`src/rtl/i2c_byte_handshake_pkg.sv`:
```
package i2c_byte_handshake_pkg;

  // Decide whether a received address byte ends the address phase hold.
  function automatic logic f_addr_clears(input logic fmt_any, input logic matched);
    return fmt_any | matched;
  endfunction

  // One step of the release countdown.
  function automatic logic [7:0] f_count_step(input logic [7:0] cnt);
    return (cnt == 8'd0) ? 8'd0 : cnt - 8'd1;
  endfunction

endpackage

```
`src/rtl/i2c_byte_handshake_clrdec.sv`:
```
module i2c_byte_handshake_clrdec
  import i2c_byte_handshake_pkg::*;
(
  input  logic enable,
  input  logic slave_rx,
  input  logic addr_fmt,
  input  logic evt_byte_done,
  input  logic evt_arb_lost,
  input  logic evt_addr_done,
  input  logic addr_match,
  input  logic wr_ctrl,
  input  logic wr_ctrl_flag,
  input  logic wr_shift,
  input  logic wr_txbuf,
  output logic clr_evt,
  output logic set_req
);
  logic addr_clr;

  always_comb begin
    addr_clr = evt_addr_done & slave_rx & f_addr_clears(addr_fmt, addr_match);
    clr_evt  = enable & (evt_byte_done | evt_arb_lost | addr_clr);
    set_req  = enable & ((wr_ctrl & wr_ctrl_flag) | wr_shift | wr_txbuf);
  end
endmodule

```
`src/rtl/i2c_byte_handshake_reltmr.sv`:
```
module i2c_byte_handshake_reltmr
  import i2c_byte_handshake_pkg::*;
#(
  parameter int RELEASE_CYC = 8
) (
  input  logic clk,
  input  logic rst_n,
  input  logic load,
  input  logic cancel,
  output logic expire,
  output logic busy
);
  localparam int CW = $clog2(RELEASE_CYC + 1);
  localparam logic [CW-1:0] LOAD_VAL = CW'(RELEASE_CYC);

  logic [CW-1:0] cnt_q;
  logic [7:0]    step;

  always_comb begin
    step   = f_count_step(8'(cnt_q));
    expire = (cnt_q == CW'(1)) & ~cancel & ~load;
    busy   = (cnt_q != '0);
  end

  always_ff @(posedge clk or negedge rst_n) begin
    if (!rst_n)      cnt_q <= '0;
    else if (cancel) cnt_q <= '0;
    else if (load)   cnt_q <= LOAD_VAL;
    else             cnt_q <= step[CW-1:0];
  end
endmodule

```
`src/rtl/i2c_byte_handshake.sv`:
```
module i2c_byte_handshake #(
  parameter int RELEASE_CYC = 8
) (
  input  logic clk,
  input  logic rst_n,
  input  logic enable,
  input  logic addr_fmt,
  input  logic slave_rx,
  input  logic is_slave,
  input  logic evt_byte_done,
  input  logic evt_arb_lost,
  input  logic evt_addr_done,
  input  logic addr_match,
  input  logic evt_stop,
  input  logic wr_ctrl,
  input  logic wr_ctrl_flag,
  input  logic wr_shift,
  input  logic wr_txbuf,
  output logic byte_flag,
  output logic irq,
  output logic scl_hold
);
  logic clr_evt, set_req, rel_load, rel_cancel, rel_expire, rel_busy;
  logic flag_q, flag_d, flag_fall, stop_slave, irq_q;

  i2c_byte_handshake_clrdec u_clrdec (
    .enable(enable), .slave_rx(slave_rx), .addr_fmt(addr_fmt),
    .evt_byte_done(evt_byte_done), .evt_arb_lost(evt_arb_lost),
    .evt_addr_done(evt_addr_done), .addr_match(addr_match),
    .wr_ctrl(wr_ctrl), .wr_ctrl_flag(wr_ctrl_flag),
    .wr_shift(wr_shift), .wr_txbuf(wr_txbuf),
    .clr_evt(clr_evt), .set_req(set_req)
  );

  assign rel_load   = set_req & ~flag_q;
  assign rel_cancel = clr_evt | ~enable;

  i2c_byte_handshake_reltmr #(.RELEASE_CYC(RELEASE_CYC)) u_reltmr (
    .clk(clk), .rst_n(rst_n), .load(rel_load), .cancel(rel_cancel),
    .expire(rel_expire), .busy(rel_busy)
  );

  always_comb begin
    if (!enable)         flag_d = 1'b1;
    else if (clr_evt)    flag_d = 1'b0;
    else if (rel_expire) flag_d = 1'b1;
    else                 flag_d = flag_q;
    flag_fall  = flag_q & ~flag_d;
    stop_slave = enable & evt_stop & is_slave;
  end

  always_ff @(posedge clk or negedge rst_n) begin
    if (!rst_n) begin
      flag_q <= 1'b1;
      irq_q  <= 1'b0;
    end else begin
      flag_q <= flag_d;
      irq_q  <= flag_fall | stop_slave;
    end
  end

  assign byte_flag = flag_q;
  assign irq       = irq_q;
  assign scl_hold  = ~flag_q;
endmodule

```
`config.mk`:
```
export PLATFORM = sky130hd
export DESIGN_NAME = i2c_byte_handshake
export DESIGN_NICKNAME = d
export VERILOG_FILES = /design/src/rtl/i2c_byte_handshake_pkg.sv /design/src/rtl/i2c_byte_handshake_clrdec.sv /design/src/rtl/i2c_byte_handshake_reltmr.sv /design/src/rtl/i2c_byte_handshake.sv
export SDC_FILE = /design/constraint.sdc
export NUM_CORES = 1
export LEC_CHECK = 0
export BUFFER_PORTS_ARGS = -buffer_cell sky130_fd_sc_hd__buf_4
export CORE_AREA = 5 5 42 44
export DETAILED_ROUTE_END_ITERATION = 10
export DIE_AREA = 0 0 47 49
export MAX_ROUTING_LAYER = met4
export PLACE_DENSITY = 0.56
export SYNTH_ARGS = -nofsm -noshare
export SYNTH_HDL_FRONTEND = slang
export SYNTH_SLANG_ARGS = --single-unit
export TNS_END_PERCENT = 20
```
`constraint.sdc`:
```
create_clock -name clk -period 2.4 [get_ports clk]
set_input_delay 0.24 -clock clk [delete_from_list [all_inputs] [get_ports clk]]
set_output_delay 0.24 -clock clk [all_outputs]
set_load 0.01 [all_outputs]
```
==> impl_metrics.py <==
metrics = {
    "detailed_routing": {
        "vias_per_cell": 4.76,
        "drt-total-wl_um": 745,
        "vias": 319,
        "drc": 0,
        "ant_nets": 0,
        "dr.pass1.iters": 3,
        "wl_per_cell_um": 11.1,
        "drt_iter0_drc": 5,
    },
    "die": {
        "fp.dieW_um": 47,
        "die-area_um2": 2300,
        "initial_utilization_pct": 21.5,
        "core_area_um2": 1400,
        "die_y_um": 49,
        "ios": 18,
        "std_cell_rows": 14,
    },
    "place": {
        "gp_congestion": 0.675,
        "place_inst": 62,
        "place_area_um2": 449,
        "io_buffers": 17,
        "dp_hpwl_um": 580,
        "post-place-ws_ns": 1.26,
    },
    "hold_path": {
        "min_path_type": "input port to flop",
    },
    "job": {
        "maxCapViolations": 0,
    },
    "logic_synthesis": {
        "syn-num-nets": 44,
        "synth-seq-cells": 6,
        "synth_area_leaders": "dfrtp_1 (41%), dfstp_2 (8.7%), a21oi_1 (5.0%), o21ai_0 (5.0%), o2111ai_2 (5.0%)",
        "postSynthAreaPerCell_um2": 10.4,
        "synth-seq-area-share_pct": 50.2,
        "yosys_warnings": 0,
        "synth_top_area_cell": "dfrtp_1",
        "synthesis.area_um2": 302,
        "synth_top_area_share_pct": 41.5,
        "synth_cell_types": 19,
        "syn_inst": 29,
    },
    "power": {
        "total_power_uw": 257,
        "p_per_area_nw_per_um2": 530,
        "p_leak_nw": 0.223,
        "ir_drop_uv": 329,
    },
    "setup_path": {
        "cp-end-kind": "output port",
        "required_ns": 2.16,
        "path_delay_family": "flip-flops",
        "worstPathBufferInverterCount": 2,
        "crit_fanout": 5,
        "critPathSlowestCell": "dfstp_2",
        "cpPeakStageDelay_ns": 0.57,
        "arrival_ns": 1.00,
        "start_kind": "flop",
        "critical_path_class": "flop to output port",
        "cp_cell_sequence": "inv_1, buf_4",
    },
    "clocking": {
        "cts_buffers": 3,
        "clk_path_buf_depth": 2,
        "clk_pin_slew_ns": 0.04,
        "post_cts_buffers": 0,
        "cts-root-buf": "clkbuf_4",
        "htree_num_levels": 1,
        "cts.sinks": 6,
        "cts_tree": "done",
        "clk_latency_ns": 0.25,
    },
    "global_routing": {
        "antenna_found_initial": 0,
        "grt_pass1_vias": 327,
        "grt_max_degree": 7,
        "grt_pass1_wl_um": 1280,
        "grtUsageTotal_pct": 8.14,
        "overflow": 0,
    },
    "cells_and_area": {
        "multi_input_comb_area_um2": 146,
        "design_area_um2": 485,
        "syn_to_final_growth_pct": 61.0,
        "seq_area_um2": 151,
        "final_nets": 67,
        "antenna_cells": 0,
        "drive_gt1_share_pct": 49.0,
        "final_cells": 67,
        "fill_cells": 154,
    },
    "sta": {
        "tightest_slew_ns": 0.319,
        "slew-limit-headroom_pct": 78.6,
        "tns_ns": 0,
        "setup_violations": 0,
        "rsz0062_at_grt": "no",
        "fin_ws_ns": 1.16,
        "min_period_over_period_pct": 51.6,
        "fin_skew_ns": 0.0119,
        "finalHoldViolations": 0,
        "slew_viol_final": 0,
        "period_needed_ns": 1.24,
        "fmax_ghz": 0.807,
    },
    "status": {
        "status": "completed",
    },
}
## area by class of cell
class	instances	area share, %
sequential	6	31.2
multi-input combinational	22	30.2
timing repair buffer	18	28.4
clock buffer	4	5.41
tap	16	4.12
inverter	1	0.773
## kinds of logic (layout without fill, tap and decap cells)
group                  count (synthesis)  in the layout  synth area share, %
AO/OA/AOI/OAI                         12             12                 29.0
buffers and inverters                  1             23                 1.24
flip-flops                             6              6                 50.2
AND/OR/NAND/NOR                       10             10                 19.5
## layout by cell type (no fill, tap or decap)
| cell type | instances |
|---|---|
| a211oi_2 | 1 |
| a21oi_1 | 3 |
| a31o_2 | 1 |
| a31oi_1 | 1 |
| and3_1 | 1 |
| and4_1 | 1 |
| buf_4 | 17 |
| clkbuf_1 | 1 |
| clkbuf_4 | 3 |
| dfrtp_1 | 5 |
| dfstp_2 | 1 |
| dlygate4sd3_1 | 1 |
| inv_1 | 1 |
| nand2_1 | 2 |
| nand2b_1 | 1 |
| nand3b_1 | 1 |
| nor2_1 | 2 |
| nor3_1 | 1 |
| nor3_2 | 1 |
| o2111ai_2 | 1 |
| o211ai_1 | 1 |
| o21ai_0 | 3 |
| o31ai_1 | 1 |
## flip-flops by register name, summed over array words and instances, names as in the netlist
signal	cells
byte_flag	1
irq	1
u_reltmr.cnt_q	4
## synth_stat cells, drive strengths merged
master / number
dfrtp: 5
a21oi: 3
o21ai: 3
nand2: 2
nor2: 2
nor3: 2
a211oi: 1
a31o: 1
a31oi: 1
and3: 1
and4: 1
dfstp: 1
inv: 1
nand2b: 1
nand3b: 1
o2111ai: 1
o211ai: 1
o31ai: 1
## final timing paths
path | start | slack (ns) | cells past startpoint | end
worst min-delay path | enable | 0.18 | 2 | byte_flag$_DFF_PN1_
min in group asynchronous | rst_n | 0.32 | 2 | u_reltmr.cnt_q[1]$_DFF_PN0_
worst min register to register | u_reltmr.cnt_q[0]$_DFF_PN0_ | 0.53 | 1 | u_reltmr.cnt_q[0]$_DFF_PN0_
max in group asynchronous | rst_n | 1.86 | 2 | byte_flag$_DFF_PN1_
worst max register to register | byte_flag$_DFF_PN1_ | 1.31 | 3 | u_reltmr.cnt_q[3]$_DFF_PN0_
worst max-delay path | byte_flag$_DFF_PN1_ | 1.16 | 2 | scl_hold
## through the flow
step | hold slack [ns] | util (%)
after global routing | 0.171 | 34.6
after CTS | 0.170 | 34.6
after floorplan | -0.0556 | -
final | 0.178 | 34.6
after global placement | 0.0520 | 32.1
after detailed placement | 0.0498 | 32.1
## power by group
group          internal (mW)  switching, mW  leakage (nW)  total (mW)
clock                 0.0633         0.0410        0.0150       0.104
sequential             0.106        0.00330        0.0791       0.109
combinational         0.0270         0.0167         0.129      0.0437
## metal layers
layer / vias up / global-route usage [%] / part of all wire, %
li1: 156 / - / -
met1: 142 / 9.19 / 43
met2: 17 / 10.6 / 45
met3: 4 / 5.54 / 9.8
met4: 0 / 4.15 / 2.4
met5: - / - / 0
## what timing repair did
action	4_1_cts	5_1_grt
endpoints found under the hold margin	6	0
gates resized for setup	0	0
hold buffers	1	0
Power figures use the tool's default switching activity.
